**config.mk**
```make
export PLATFORM = sky130hd
export DESIGN_NAME = scsi_irq_agg
export DESIGN_NICKNAME = d
export VERILOG_FILES = /design/src/rtl/sia_pkg.sv /design/src/rtl/sia_stat_reg.sv /design/src/rtl/sia_halt_eval.sv /design/src/rtl/scsi_irq_agg.sv
export SDC_FILE = /design/constraint.sdc
export NUM_CORES = 1
export LEC_CHECK = 0
export BUFFER_PORTS_ARGS = -buffer_cell sky130_fd_sc_hd__clkbuf_2
export CAP_MARGIN = 0
export CORE_ASPECT_RATIO = 0.6
export CORE_MARGIN = 2
export CORE_UTILIZATION = 50
export CTS_CLUSTER_DIAMETER = 40
export DETAILED_ROUTE_END_ITERATION = 10
export PLACE_DENSITY = 0.75
export SETUP_SLACK_MARGIN = 0.2
export SYNTH_ARGS = -nofsm -noshare
export SYNTH_HDL_FRONTEND = slang
export SYNTH_HIERARCHICAL = 1
export SYNTH_SLANG_ARGS = --single-unit
export TNS_END_PERCENT = 1
```
**constraint.sdc**
```tcl
create_clock -name clk -period 3.8 [get_ports clk]
set_clock_uncertainty 0.15 [all_clocks]
set_input_delay 0.57 -clock clk [delete_from_list [all_inputs] [get_ports clk]]
set_output_delay 0.57 -clock clk [all_outputs]
set_load 0.005 [all_outputs]
```
**src/rtl/sia_pkg.sv**
```systemverilog
package sia_pkg;
    localparam int STAT_W = 8;
    localparam int NSRC   = 3;
    localparam int SRC_DMA = 0;
    localparam int SRC_S0  = 1;
    localparam int SRC_S1  = 2;

    typedef logic [STAT_W-1:0] stat_t;

    localparam stat_t S0_SOFT  = stat_t'(8'h70);
    localparam stat_t S1_SOFT  = stat_t'(8'h03);
    localparam stat_t S1_NEVER = stat_t'(8'h04);

    typedef struct packed {
        stat_t dma_en;
        stat_t en0;
        stat_t en1;
        logic  intf;
        logic  irq;
        logic  halt;
    } ctl_t;
endpackage

```
**src/rtl/sia_stat_reg.sv**
```systemverilog
module sia_stat_reg #(
    parameter int W = 8
) (
    input  logic         clk,
    input  logic         rst_n,
    input  logic [W-1:0] evt,
    input  logic         rd_clr,
    output logic [W-1:0] stat_q,
    output logic [W-1:0] stat_d
);
    always_comb begin
        stat_d = (rd_clr ? '0 : stat_q) | evt;
    end

    always_ff @(posedge clk or negedge rst_n) begin
        if (!rst_n) stat_q <= '0;
        else        stat_q <= stat_d;
    end
endmodule

```
**src/rtl/sia_halt_eval.sv**
```systemverilog
module sia_halt_eval #(
    parameter int           W     = 8,
    parameter logic [W-1:0] SOFT0 = 8'h70,
    parameter logic [W-1:0] SOFT1 = 8'h03,
    parameter logic [W-1:0] NEVER1 = 8'h04
) (
    input  logic [W-1:0] dma_evt,
    input  logic [W-1:0] s0_evt,
    input  logic [W-1:0] s1_evt,
    input  logic [W-1:0] s0_nxt,
    input  logic [W-1:0] s1_nxt,
    input  logic [W-1:0] en0,
    input  logic [W-1:0] en1,
    output logic         halt
);
    logic [W-1:0] gate0;
    logic [W-1:0] gate1;
    logic         scsi_hit;

    always_comb begin
        gate0    = en0 | ~SOFT0;
        gate1    = (en1 | ~SOFT1) & ~NEVER1;
        scsi_hit = (|(s0_nxt & gate0)) | (|(s1_nxt & gate1));
        halt     = (|dma_evt) | (((|s0_evt) | (|s1_evt)) & scsi_hit);
    end
endmodule

```
**src/rtl/scsi_irq_agg.sv**
```systemverilog
module scsi_irq_agg
    import sia_pkg::*;
(
    input  logic              clk,
    input  logic              rst_n,
    input  logic [STAT_W-1:0] dma_evt,
    input  logic [STAT_W-1:0] scsi0_evt,
    input  logic [STAT_W-1:0] scsi1_evt,
    input  logic              dma_rd,
    input  logic              scsi0_rd,
    input  logic              scsi1_rd,
    output logic [STAT_W-1:0] rd_data,
    input  logic              dma_en_wr,
    input  logic              scsi0_en_wr,
    input  logic              scsi1_en_wr,
    input  logic [STAT_W-1:0] en_wdata,
    input  logic              intf_set,
    input  logic              intf_clr,
    output logic              irq,
    output logic [2:0]        gstat,
    output logic              halt_req
);
    stat_t evt_a [NSRC];
    logic  rd_a  [NSRC];
    stat_t st_q  [NSRC];
    stat_t st_d  [NSRC];

    assign evt_a[SRC_DMA] = dma_evt;
    assign evt_a[SRC_S0]  = scsi0_evt;
    assign evt_a[SRC_S1]  = scsi1_evt;
    assign rd_a[SRC_DMA]  = dma_rd;
    assign rd_a[SRC_S0]   = scsi0_rd;
    assign rd_a[SRC_S1]   = scsi1_rd;

    for (genvar g = 0; g < NSRC; g++) begin : g_stat
        sia_stat_reg #(.W(STAT_W)) u_stat (
            .clk   (clk),
            .rst_n (rst_n),
            .evt   (evt_a[g]),
            .rd_clr(rd_a[g]),
            .stat_q(st_q[g]),
            .stat_d(st_d[g])
        );
    end

    stat_t dma_st, s0_st, s1_st;
    assign dma_st = st_q[SRC_DMA];
    assign s0_st  = st_q[SRC_S0];
    assign s1_st  = st_q[SRC_S1];

    ctl_t  ctl_d, ctl_q;
    stat_t den_n, en0_n, en1_n;
    logic  halt_n;

    assign den_n = dma_en_wr   ? en_wdata : ctl_q.dma_en;
    assign en0_n = scsi0_en_wr ? en_wdata : ctl_q.en0;
    assign en1_n = scsi1_en_wr ? en_wdata : ctl_q.en1;

    sia_halt_eval #(
        .W(STAT_W), .SOFT0(S0_SOFT), .SOFT1(S1_SOFT), .NEVER1(S1_NEVER)
    ) u_halt (
        .dma_evt(dma_evt),
        .s0_evt (scsi0_evt),
        .s1_evt (scsi1_evt),
        .s0_nxt (st_d[SRC_S0]),
        .s1_nxt (st_d[SRC_S1]),
        .en0    (en0_n),
        .en1    (en1_n),
        .halt   (halt_n)
    );

    always_comb begin
        ctl_d        = ctl_q;
        ctl_d.dma_en = den_n;
        ctl_d.en0    = en0_n;
        ctl_d.en1    = en1_n;
        if (intf_set)      ctl_d.intf = 1'b1;
        else if (intf_clr) ctl_d.intf = 1'b0;
        ctl_d.irq  = (|(st_d[SRC_DMA] & den_n)) | (|(st_d[SRC_S0] & en0_n))
                   | (|(st_d[SRC_S1] & en1_n)) | ctl_d.intf;
        ctl_d.halt = halt_n;
    end

    always_ff @(posedge clk or negedge rst_n) begin
        if (!rst_n) ctl_q <= '0;
        else        ctl_q <= ctl_d;
    end

    always_comb begin
        if (scsi0_rd)      rd_data = s0_st;
        else if (scsi1_rd) rd_data = s1_st;
        else if (dma_rd)   rd_data = dma_st;
        else               rd_data = '0;
    end

    assign irq      = ctl_q.irq;
    assign halt_req = ctl_q.halt;
    assign gstat    = {ctl_q.intf, (|s0_st) | (|s1_st), |dma_st};
endmodule

```
### Word level (Yosys, flattened, before mapping)

Cells that the tools add are included.

| storage, ports and cells | value |
|---|---|
| register bits | 51 |
| output and inout port bits | 13 |
| word-level logic and storage cells | 47 |

| operators by class | value |
|---|---|
| mux-type cells | 11 |
| bitwise logic cells | 16 |
| reduce and logical (&&, ||, !) cells | 11 |

Operators with widths:

| kind | number |
|---|---|
| OR reduction 8 bit | 11 |
| 2-to-1 mux 8 bit | 9 |
| bitwise AND 8 bit | 5 |
| bitwise OR 8 bit | 3 |
| bitwise OR 1 bit | 7 |
| 2-to-1 mux 1 bit | 2 |
| bitwise AND 1 bit | 1 |

### Logic depth before layout (Yosys ltp)

Gate-level depths: netlist of the first run.

| depth | value |
|---|---|
| depth after elaboration | 7 |
| depth in mapped cells | 6 |

### Cells and area by module

The synthesis of the first run kept the hierarchy.

By module, submodules not included:

| module | instances | cells an instance | area an instance (sq um) | sequential area each (sq um) |
|---|---|---|---|---|
| scsi_irq_agg | 1 | 110 | 1363.8 | 675.6 |
| sia_stat_reg | 3 | 17 | 264.0 | 200.2 |
| sia_halt_eval | 1 | 16 | 115.1 | 0.0 |

### Least setup slack after synthesis of the first run

Ideal clock, no wire load.

| timing | value |
|---|---|
| path type | input-to-output |
| from | in scsi1_rd |
| to | out rd_data[6] |
| data arrival time | 1.345 ns |
| required time | 3.080 ns |
| slack | 1.735 ns |
| stages | 5 |
| path through | clkbuf_1 -> nor2b_1 -> clkbuf_1 -> a22oi_1 -> o21ai_0 |

| on the way | value |
|---|---|
| cells in the longest elaborated chain, start to end | 2 |

Ends and longest elaborated chain:

| item | line | RTL |
|---|---|---|
| start, declared | scsi_irq_agg.sv:11 | `input logic scsi1_rd,` |
| 2-to-1 mux 8 bit | scsi_irq_agg.sv:91 | `else if (scsi1_rd) rd_data = s1_st;` |
| 2-to-1 mux 8 bit | scsi_irq_agg.sv:90 | `if (scsi0_rd) rd_data = s0_st;` |
| end, declared | scsi_irq_agg.sv:12 | `output logic [STAT_W-1:0] rd_data,` |

Every way passes these cells.

### Worst setup path after layout of the first run

| timing | value |
|---|---|
| from | in scsi1_rd |
| to | out rd_data[7] |

Same word-level chain as after synthesis.

==> results.py, run 1 <==
metrics = {
    "outcome": {
        "status": "finished, final reports clean",
    },
    "drt": {
        "drt-pass1-iter-count": 4,
        "drt_iter0_markers": 122,
        "ant_nets": 0,
        "vias": 1723,
        "vias_per_cell": 5.88,
        "drc": 0,
        "wl_per_cell_um": 20.0,
        "routed_wl_mm": 5.85,
    },
    "layout": {
        "antennaDiodeCount": 0,
        "layout.nets": 274,
        "multiInputGateArea_um2": 927,
        "seq_area_mm2": 0.00128,
        "final_util_pct": 63.5,
        "instances_no_fill": 293,
        "nFillCells": 349,
        "area_delta_synth_final_pct": 18.4,
        "drive_gt1_share_pct": 41.6,
    },
    "synth": {
        "synthAdderAreaFrac_pct": 0,
        "yosys.area.top_type_share_pct": 56.2,
        "ys_warn_count": 6,
        "synthXorXnorAreaFrac_pct": 0,
        "yosys.area_share.simple_pct": 8.43,
        "syn_area_mm2": 0.00227,
        "yosysTopAreaCell": "dfrtp_1",
        "yosysSeqAreaShare_pct": 56.2,
        "synth_top_family_by_area": "compound AO/OA/AOI/OAI gates",
        "syn_nets": 219,
        "synthDistinctLibCells": 27,
        "synth.ff_latch_count": 51,
        "avgSynthCellArea_um2": 12.8,
        "synth_cells": 177,
        "yosys-top-cells-area": "dfrtp_1 (56%), mux2_2 (9.9%), a21o_1 (8.3%), a22oi_1 (3.6%), nor4_1 (3.3%)",
        "synthMuxAreaShare_pct": 12.6,
        "synth_compound_area_share_pct": 19.8,
    },
    "global_route": {
        "grt-ovfl-total": 0,
        "grt_pass1_vias": 1686,
        "grt_max_degree": 34,
        "grt_usage_pct": 24.4,
        "antenna_found_initial": 0,
        "grt_pass1_wl_mm": 9.31,
    },
    "cts": {
        "postCtsSetupRepairBufs": 0,
        "postCtsHoldBufs": 0,
        "htreeDepth": 2,
        "cts_resized": 0,
        "numClockSinks": 51,
        "max-clock-path-buffers": 2,
        "cts_tree": "yes",
        "worstSkewPairLatency_ns": 0.30,
        "cts_root_buf": "clkbuf_8",
        "clk_pin_slew_ns": 0.08,
        "numCtsBuffers": 5,
    },
    "sta": {
        "finalHoldViolations": 0,
        "setup_viol": 0,
        "tightest_slew_ns": 0.790,
        "fin_crit_ns": 2.38,
        "holdWs_ns": 0.183,
        "setup_tns_ns": 0,
        "finalCritPeriodShare_pct": 62.7,
        "worst_slack_ns": 1.42,
        "slew_headroom_pct": 47.3,
        "rsz0062_at_grt": "false",
        "fmax_mhz": 420,
        "slew_viol_final": 0,
    },
    "floorplanning": {
        "fp-row-count": 18,
        "core_mm2": 0.00423,
        "die_w_um": 91.0,
        "io_pins": 55,
        "initial_core_util_pct": 53.6,
        "dieArea_mm2": 0.00511,
        "chipHeight_um": 56.2,
    },
    "setup_path": {
        "r2r-end": "irq",
        "critPathKind": "in -> out",
        "path_max_fanout": 11,
        "crit_path_end_kind": "output pin",
        "cp.arrival_ns": 1.66,
        "critPathMaxStageDelay_ns": 0.43,
        "crit_family": "simple AND/OR/NAND/NOR gates",
        "r2r_cells": 5,
        "regToRegSetupSlack_ns": 2.08,
        "required_ns": 3.08,
        "rr_startpoint": "g_stat[1].u_stat/stat_q[0]",
        "cp_cell_sequence": "clkbuf_2, nor2b_1, a22oi_1, o21ai_0, clkbuf_2",
        "slowest_stage": "nor2b_1",
        "cp_common_cell": "clkbuf_2",
        "worstSetupStartpointType": "input pin",
        "crit_buf_inv": 2,
    },
    "job": {
        "maxCapViolCount": 0,
    },
    "placement": {
        "dp_cells": 285,
        "place.gp.congestion": 0.927,
        "dp_hpwl_mm": 4.66,
        "portBuffers": 54,
        "pre_cts_ws_ns": 1.48,
    },
    "min_path": {
        "holdCritPathClass": "in -> async",
    },
    "pwr": {
        "p_leak_uw": 0.00124,
        "powerDensity_mw_per_mm2": 437,
        "vdd_ir_drop_max_mv": 0.219,
    },
}
-- worst max path at each step --
| stage | cells past startpoint | endpoint | start | slack, ns |
|---|---|---|---|---|
| finish | 5 | rd_data[7] | scsi1_rd | 1.42 |
| global route | 5 | rd_data[1] | scsi1_rd | 1.30 |
| CTS | 5 | rd_data[1] | scsi1_rd | 1.46 |
| detailed placement | 5 | rd_data[1] | scsi1_rd | 1.48 |
| global placement | 5 | rd_data[1] | scsi1_rd | 1.51 |
| floorplan | 5 | rd_data[6] | scsi1_rd | 1.73 |
-- area by class of cell --
type | instances | share of cell area (%)
sequential | 51 | 47.5
multi-input combinational | 115 | 34.5
inverter | 4 | 0.558
timing repair buffer | 55 | 10.3
clock inverter | 2 | 1.30
clock buffer | 6 | 3.07
tap | 60 | 2.79
-- routing by layer --
layer | track usage, % | up-vias | wire length, µm
met5 | 0 | - | 0
met4 | 7.14 | 0 | 59
met3 | 6.23 | 7 | 498
met2 | 31.7 | 78 | 2340
met1 | 39.4 | 846 | 2950
li1 | - | 792 | -
-- power breakdown --
| part | leakage [µW] | switching (µW) | internal (µW) | total (µW) |
|---|---|---|---|---|
| logic | 0.000608 | 96.1 | 81.2 | 177 |
| registers | 0.000567 | 27.3 | 585 | 613 |
| clock network | 0.0000612 | 172 | 213 | 385 |
-- Yosys cell counts --
| library cell | instances |
|---|---|
| a22o_1 | 2 |
| nor2_1 | 1 |
| nand2_1 | 12 |
| a21o_1 | 25 |
| nor2b_1 | 1 |
| a222oi_1 | 1 |
| a2111oi_2 | 1 |
| a21oi_1 | 1 |
| buf_6 | 3 |
| a22oi_4 | 1 |
| a211oi_1 | 1 |
| mux2_2 | 20 |
| mux2_4 | 4 |
| buf_4 | 1 |
| nand4_1 | 5 |
| o22a_1 | 1 |
| a22oi_2 | 3 |
| nor4_1 | 12 |
| o21ai_0 | 8 |
| nor4_2 | 2 |
| a22oi_1 | 11 |
| dfrtp_1 | 51 |
| clkbuf_1 | 3 |
| nand3_1 | 1 |
| a221oi_1 | 2 |
| inv_2 | 3 |
| inv_1 | 1 |
-- worst register-to-register path: cells and delay by family (launching register included) --
kind            cells  cell delay, ns
compound gates      3            0.74
flops               1            0.45
simple gates        2            0.26
-- state kept, by name (all words and copies together), names as in the netlist --
| register | cells |
|---|---|
| halt_req | 1 |
| ctl_q | 24 |
| g_stat.u_stat/stat_q | 24 |
| gstat | 1 |
| irq | 1 |
-- per-stage QoR --
stage	total power (µW)	cell area, µm²
floorplan	718	2270
global placement	796	2570
detailed placement	799	2570
CTS	1180	2690
global route	1230	2690
finish	1180	2690
-- cells by family (layout without fill, tap and decap cells) --
| family | Yosys count | count (layout) |
|---|---|---|
| AO/OA/AOI/OAI | 57 | 57 |
| buffers and inverters | 11 | 67 |
| flip-flops | 51 | 51 |
| multiplexers | 24 | 24 |
| AND/OR/NAND/NOR | 34 | 34 |
-- cell usage in the layout (no fill, tap or decap), drive strengths merged --
master,instances
a2111oi,1
a211oi,1
a21o,25
a21oi,1
a221oi,2
a222oi,1
a22o,2
a22oi,15
buf,1
bufinv,1
clkbuf,60
clkinv,1
dfrtp,51
inv,4
mux2,24
nand2,12
nand3,1
nand4,5
nor2,1
nor2b,1
nor4,14
o21ai,8
o22a,1
Power figures use the tool's default switching activity.
==> run 2: changes to the inputs <==
==> constraint.sdc (replaced) <==
create_clock -name clk -period 2.3 [get_ports clk]
set_clock_uncertainty 0.15 [all_clocks]
set_input_delay 0.345 -clock clk [delete_from_list [all_inputs] [get_ports clk]]
set_output_delay 0.345 -clock clk [all_outputs]
set_load 0.005 [all_outputs]
==> results.py, run 2 (synthesis results as in run 1) <==
metrics = {
    "sta": {
        "slew_viol_final": 0,
        "setup_viol": 0,
        "slew_headroom_pct": 58.5,
        "tightest_slew_ns": 0.622,
        "fmax_mhz": 538,
        "rsz0062_at_grt": "false",
        "holdWs_ns": -0.0163,
        "fin_crit_ns": 1.86,
        "finalCritPeriodShare_pct": 80.9,
        "setup_tns_ns": 0,
        "finalHoldViolations": 35,
    },
    "drt": {
        "vias_per_cell": 5.88,
        "drc": 0,
        "ant_nets": 0,
        "routed_wl_mm": 5.90,
        "drt-pass1-iter-count": 4,
        "wl_per_cell_um": 20.1,
        "vias": 1723,
        "drt_iter0_markers": 143,
    },
    "global_route": {
        "grt_pass1_wl_mm": 9.67,
        "grt_usage_pct": 25.3,
        "antenna_found_initial": 0,
        "grt_pass1_vias": 1784,
        "grt-ovfl-total": 0,
        "grt_max_degree": 52,
    },
    "pwr": {
        "vdd_ir_drop_max_mv": 0.404,
        "p_leak_uw": 0.00122,
        "powerDensity_mw_per_mm2": 678,
    },
    "cts": {
        "postCtsHoldBufs": 0,
        "clk_pin_slew_ns": 0.08,
        "numClockSinks": 51,
        "cts_resized": 0,
        "cts_root_buf": "clkbuf_8",
        "worstSkewPairLatency_ns": 0.31,
        "max-clock-path-buffers": 2,
        "cts_tree": "yes",
        "numCtsBuffers": 5,
        "htreeDepth": 2,
        "postCtsSetupRepairBufs": 0,
    },
    "floorplanning": {
        "dieArea_mm2": 0.00511,
        "initial_core_util_pct": 53.6,
        "core_mm2": 0.00423,
        "io_pins": 55,
        "die_w_um": 91.0,
        "chipHeight_um": 56.2,
        "fp-row-count": 18,
    },
    "layout": {
        "area_delta_synth_final_pct": 17.0,
        "finalInstanceArea_mm2": 0.00266,
        "drive_gt1_share_pct": 41.2,
        "antennaDiodeCount": 0,
        "nFillCells": 379,
        "layout_commonest_cell": "clkbuf_2",
        "top_regs": "ctl_q: 24 flops, g_stat.u_stat/stat_q: 24 flops",
        "layout.nets": 274,
        "final_cell_mix": "clkbuf_2 (54), dfrtp_1 (51), a21o_1 (25)",
    },
    "job": {
        "maxCapViolCount": 0,
    },
    "setup_path": {
        "required_ns": 1.80,
        "crit_path_end_kind": "output pin",
        "r2r_cells": 5,
        "cp.arrival_ns": 1.37,
        "critPathKind": "in -> out",
        "worstSetupStartpointType": "input pin",
        "path_max_fanout": 11,
    },
    "outcome": {
        "violations": "negative hold slack",
        "status": "finished with violations",
    },
    "placement": {
        "place.gp.congestion": 0.900,
        "dp_hpwl_mm": 4.78,
        "placed_area_mm2": 0.00257,
        "portBuffers": 54,
    },
    "min_path": {
        "holdCritPathClass": "in -> async",
    },
}
==> run 2: cell type report <==
type / instances / area (µm²) / area share (%)
multi-input combinational: 115 / 927 / 34.9
timing repair buffer: 55 / 278 / 10.5
clock inverter: 2 / 12.5 / 0.471
inverter: 4 / 15.0 / 0.565
clock buffer: 6 / 72.6 / 2.73
sequential: 51 / 1280 / 48.0
tap: 60 / 75.1 / 2.83
==> run 2: path summary, 6_finish.rpt <==
path,start,endpoint,slack [ns]
setup / recovery,scsi1_rd,rd_data[1],0.44
min in group clk,intf_set,gstat[2],0.12
hold reg to reg,ctl_q[18],ctl_q[18],0.35
hold / removal,rst_n,ctl_q[26],-0.02
setup reg to reg,g_stat[1].u_stat/stat_q[6],irq,0.56
max in group asynchronous,rst_n,g_stat[1].u_stat/stat_q[6],1.60
==> run 2: where the power goes <==
part           internal, µW  switching (µW)
registers               967            45.0
logic                   134             159
clock network           213             284
==> run 2: worst max-delay path, stage by stage <==
cell	delay, ns
clkbuf_2	0.18
nor2b_1	0.38
a22oi_1	0.11
o21ai_0	0.20
clkbuf_2	0.15
==> run 2: per-stage QoR <==
step           std cells  worst slack [ns]  power (µW)  utilization, %
2_1_floorplan        177             0.586        1190               -
6_report             293             0.440        1800            62.7
4_1_cts              293             0.442        1810            62.7
3_3_place_gp         285             0.329        1310            60.7
5_1_grt              293             0.276        1900            62.7
3_5_place_dp         285             0.306        1320            60.7
==> run 2: layer usage <==
metal / global-route usage [%] / share of wire [%] / routed length [µm] / up-vias
li1: - / - / - / 795
met1: 38.8 / 48 / 2820 / 838
met2: 34.1 / 40 / 2390 / 86
met3: 9.35 / 11 / 668 / 4
met4: 5.19 / 0.37 / 22 / 0
met5: 0 / 0 / 0 / -
==> run 3: changes to the inputs <==
--- a/config.mk
+++ b/config.mk
@@ -9,10 +9,10 @@
 export CAP_MARGIN = 0
 export CORE_ASPECT_RATIO = 0.6
 export CORE_MARGIN = 2
-export CORE_UTILIZATION = 50
+export CORE_UTILIZATION = 47
 export CTS_CLUSTER_DIAMETER = 40
 export DETAILED_ROUTE_END_ITERATION = 10
-export PLACE_DENSITY = 0.75
+export PLACE_DENSITY = 0.74
 export SETUP_SLACK_MARGIN = 0.2
 export SYNTH_ARGS = -nofsm -noshare
 export SYNTH_HDL_FRONTEND = slang
==> constraint.sdc (replaced) <==
create_clock -name clk -period 1.6 [get_ports clk]
set_clock_uncertainty 0.15 [all_clocks]
set_input_delay 0.24 -clock clk [delete_from_list [all_inputs] [get_ports clk]]
set_output_delay 0.24 -clock clk [all_outputs]
set_load 0.005 [all_outputs]
==> results.py, run 3 (synthesis results as in run 1) <==
metrics = {
    "outcome": {
        "status": "finished with violations",
        "violations": "negative setup slack",
    },
    "sta": {
        "fin_crit_ns": 1.77,
        "setup_viol": 6,
        "worst_slack_ns": -0.173,
        "holdWs_ns": 0.0132,
        "finalHoldViolations": 0,
        "rsz0062_at_grt": "true",
        "slew_headroom_pct": 71.3,
        "slew_viol_final": 0,
        "finalCritPeriodShare_pct": 111,
        "fmax_mhz": 564,
        "tightest_slew_ns": 0.426,
    },
    "setup_path": {
        "crit_path_end_kind": "output pin",
        "regToRegSetupSlack_ns": -0.15,
        "rr_startpoint": "g_stat[1].u_stat/stat_q[6]",
        "required_ns": 1.21,
        "critPathKind": "reg -> out",
        "path_max_fanout": 2,
        "r2r_cells": 6,
        "worstSetupStartpointType": "register",
        "cp.arrival_ns": 1.38,
        "r2r-end": "irq",
    },
    "layout": {
        "final_cell_mix": "clkbuf_2 (54), dfrtp_1 (51), a21o_1 (25)",
        "finalInstanceArea_mm2": 0.00306,
        "layout_commonest_cell": "clkbuf_2",
        "antennaDiodeCount": 0,
        "area_delta_synth_final_pct": 34.5,
        "drive_gt1_share_pct": 53.5,
        "layout.nets": 302,
        "top_regs": "ctl_q: 24 flops, g_stat.u_stat/stat_q: 24 flops",
    },
    "floorplanning": {
        "core_mm2": 0.00461,
        "chipHeight_um": 57.8,
        "dieArea_mm2": 0.00542,
        "io_pins": 55,
        "die_w_um": 93.7,
        "fp-row-count": 19,
        "initial_core_util_pct": 49.2,
    },
    "drt": {
        "vias": 1868,
        "drt_iter0_markers": 191,
        "route.met2.wl_mm": 2.62,
        "wl_per_cell_um": 20.0,
        "wl_met1_mm": 3.01,
        "routed_wl_mm": 6.47,
        "drt-pass1-iter-count": 4,
        "top_layer_used": "met4",
        "wl_met3_um": 760,
        "vias_per_cell": 5.78,
        "drc": 0,
        "ant_nets": 0,
    },
    "pwr": {
        "p_clk_share_pct": 30.5,
        "p_seq_share_pct": 50.3,
        "p_leak_uw": 0.00140,
        "vdd_ir_drop_max_mv": 0.588,
        "power.internal_uw": 2120,
        "p_switching_uw": 764,
        "power_frac_comb_pct": 19.3,
        "powerDensity_mw_per_mm2": 945,
        "switching_share_pct": 26.4,
    },
    "global_route": {
        "grt_usage_pct": 25.6,
        "grt_max_degree": 52,
        "grt_pass1_wl_mm": 10.0,
        "antenna_found_initial": 0,
        "grt_pass1_vias": 1867,
        "grt-ovfl-total": 0,
    },
    "cts": {
        "cts_root_buf": "clkbuf_8",
        "max-clock-path-buffers": 2,
        "htreeDepth": 2,
        "cts_tree": "yes",
        "clk_pin_slew_ns": 0.10,
        "worstSkewPairLatency_ns": 0.31,
        "numCtsBuffers": 5,
        "numClockSinks": 51,
    },
    "placement": {
        "portBuffers": 54,
        "placed_area_mm2": 0.00279,
        "place.gp.congestion": 1.00,
        "dp_hpwl_mm": 5.01,
    },
    "min_path": {
        "holdCritPathClass": "in -> reg",
        "whs_path_depth": 2,
        "hp-start": "intf_set",
        "hold-path-endpoint": "gstat[2]",
    },
    "job": {
        "maxCapViolCount": 0,
    },
}
-- run 3: worst max-delay path by stage --
stage	start	slack (ns)	endpoint
final	g_stat[2].u_stat/stat_q[2]	-0.17	gstat[1]
after global routing	g_stat[2].u_stat/stat_q[2]	-0.25	gstat[1]
after CTS	g_stat[1].u_stat/stat_q[6]	-0.16	gstat[1]
after detailed placement	scsi1_en_wr	-0.28	irq
after global placement	scsi1_en_wr	-0.22	irq
after floorplan	scsi1_en_wr	0.06	irq
-- run 3: per-stage QoR --
stage          cells  worst slack (ns)  TNS [ns]  power, µW  utilization [%]
3_3_place_gp     313            -0.224    -0.343       1970             60.4
5_1_grt          323            -0.245    -0.985       3010             66.3
3_5_place_dp     313            -0.283    -0.424       1970             60.4
6_report         323            -0.173    -0.374       2890             66.3
2_1_floorplan    177            0.0560         0       1710                -
4_1_cts          323            -0.165    -0.331       2870             65.0
-- run 3: layer usage --
metal | vias to the layer above | GRT usage [%]
li1 | 842 | -
met1 | 930 | 40.0
met2 | 88 | 34.2
met3 | 8 | 9.10
met4 | 0 | 5.59
met5 | - | 0
-- run 3: worst max-delay path, cell delays in order (launching register included) --
cell and delay, ns:
dfrtp_1 0.41, buf_6 0.14, nor4_4 0.27, nand4_1 0.12, clkbuf_2 0.13
-- run 3: area by class of cell --
class	count	area, µm²
fill	363	1560
timing repair buffer	83	526
clock buffer	5	68.8
clock inverter	2	37.5
multi-input combinational	115	1050
tap	63	78.8
inverter	4	15.0
sequential	51	1280
-- run 3: what timing repair did --
action,CTS,global route
endpoints found under the hold margin,51,0
pin swaps,6,2
resized for setup,21,12
cloned,0,0
buffers inserted,2,0
setup endpoints to repair,12,12
hold buffers,1,0
-- run 3: power by group through the flow --
| stage | Sequential (µW) | Combinational [µW] | Clock, µW |
|---|---|---|---|
| detailed placement | 1460 | 508 | 0 |
| global route | 1460 | 596 | 949 |
| global placement | 1460 | 504 | 0 |
| CTS | 1450 | 535 | 891 |
| finish | 1450 | 556 | 880 |
| floorplan | 1450 | 261 | 0 |
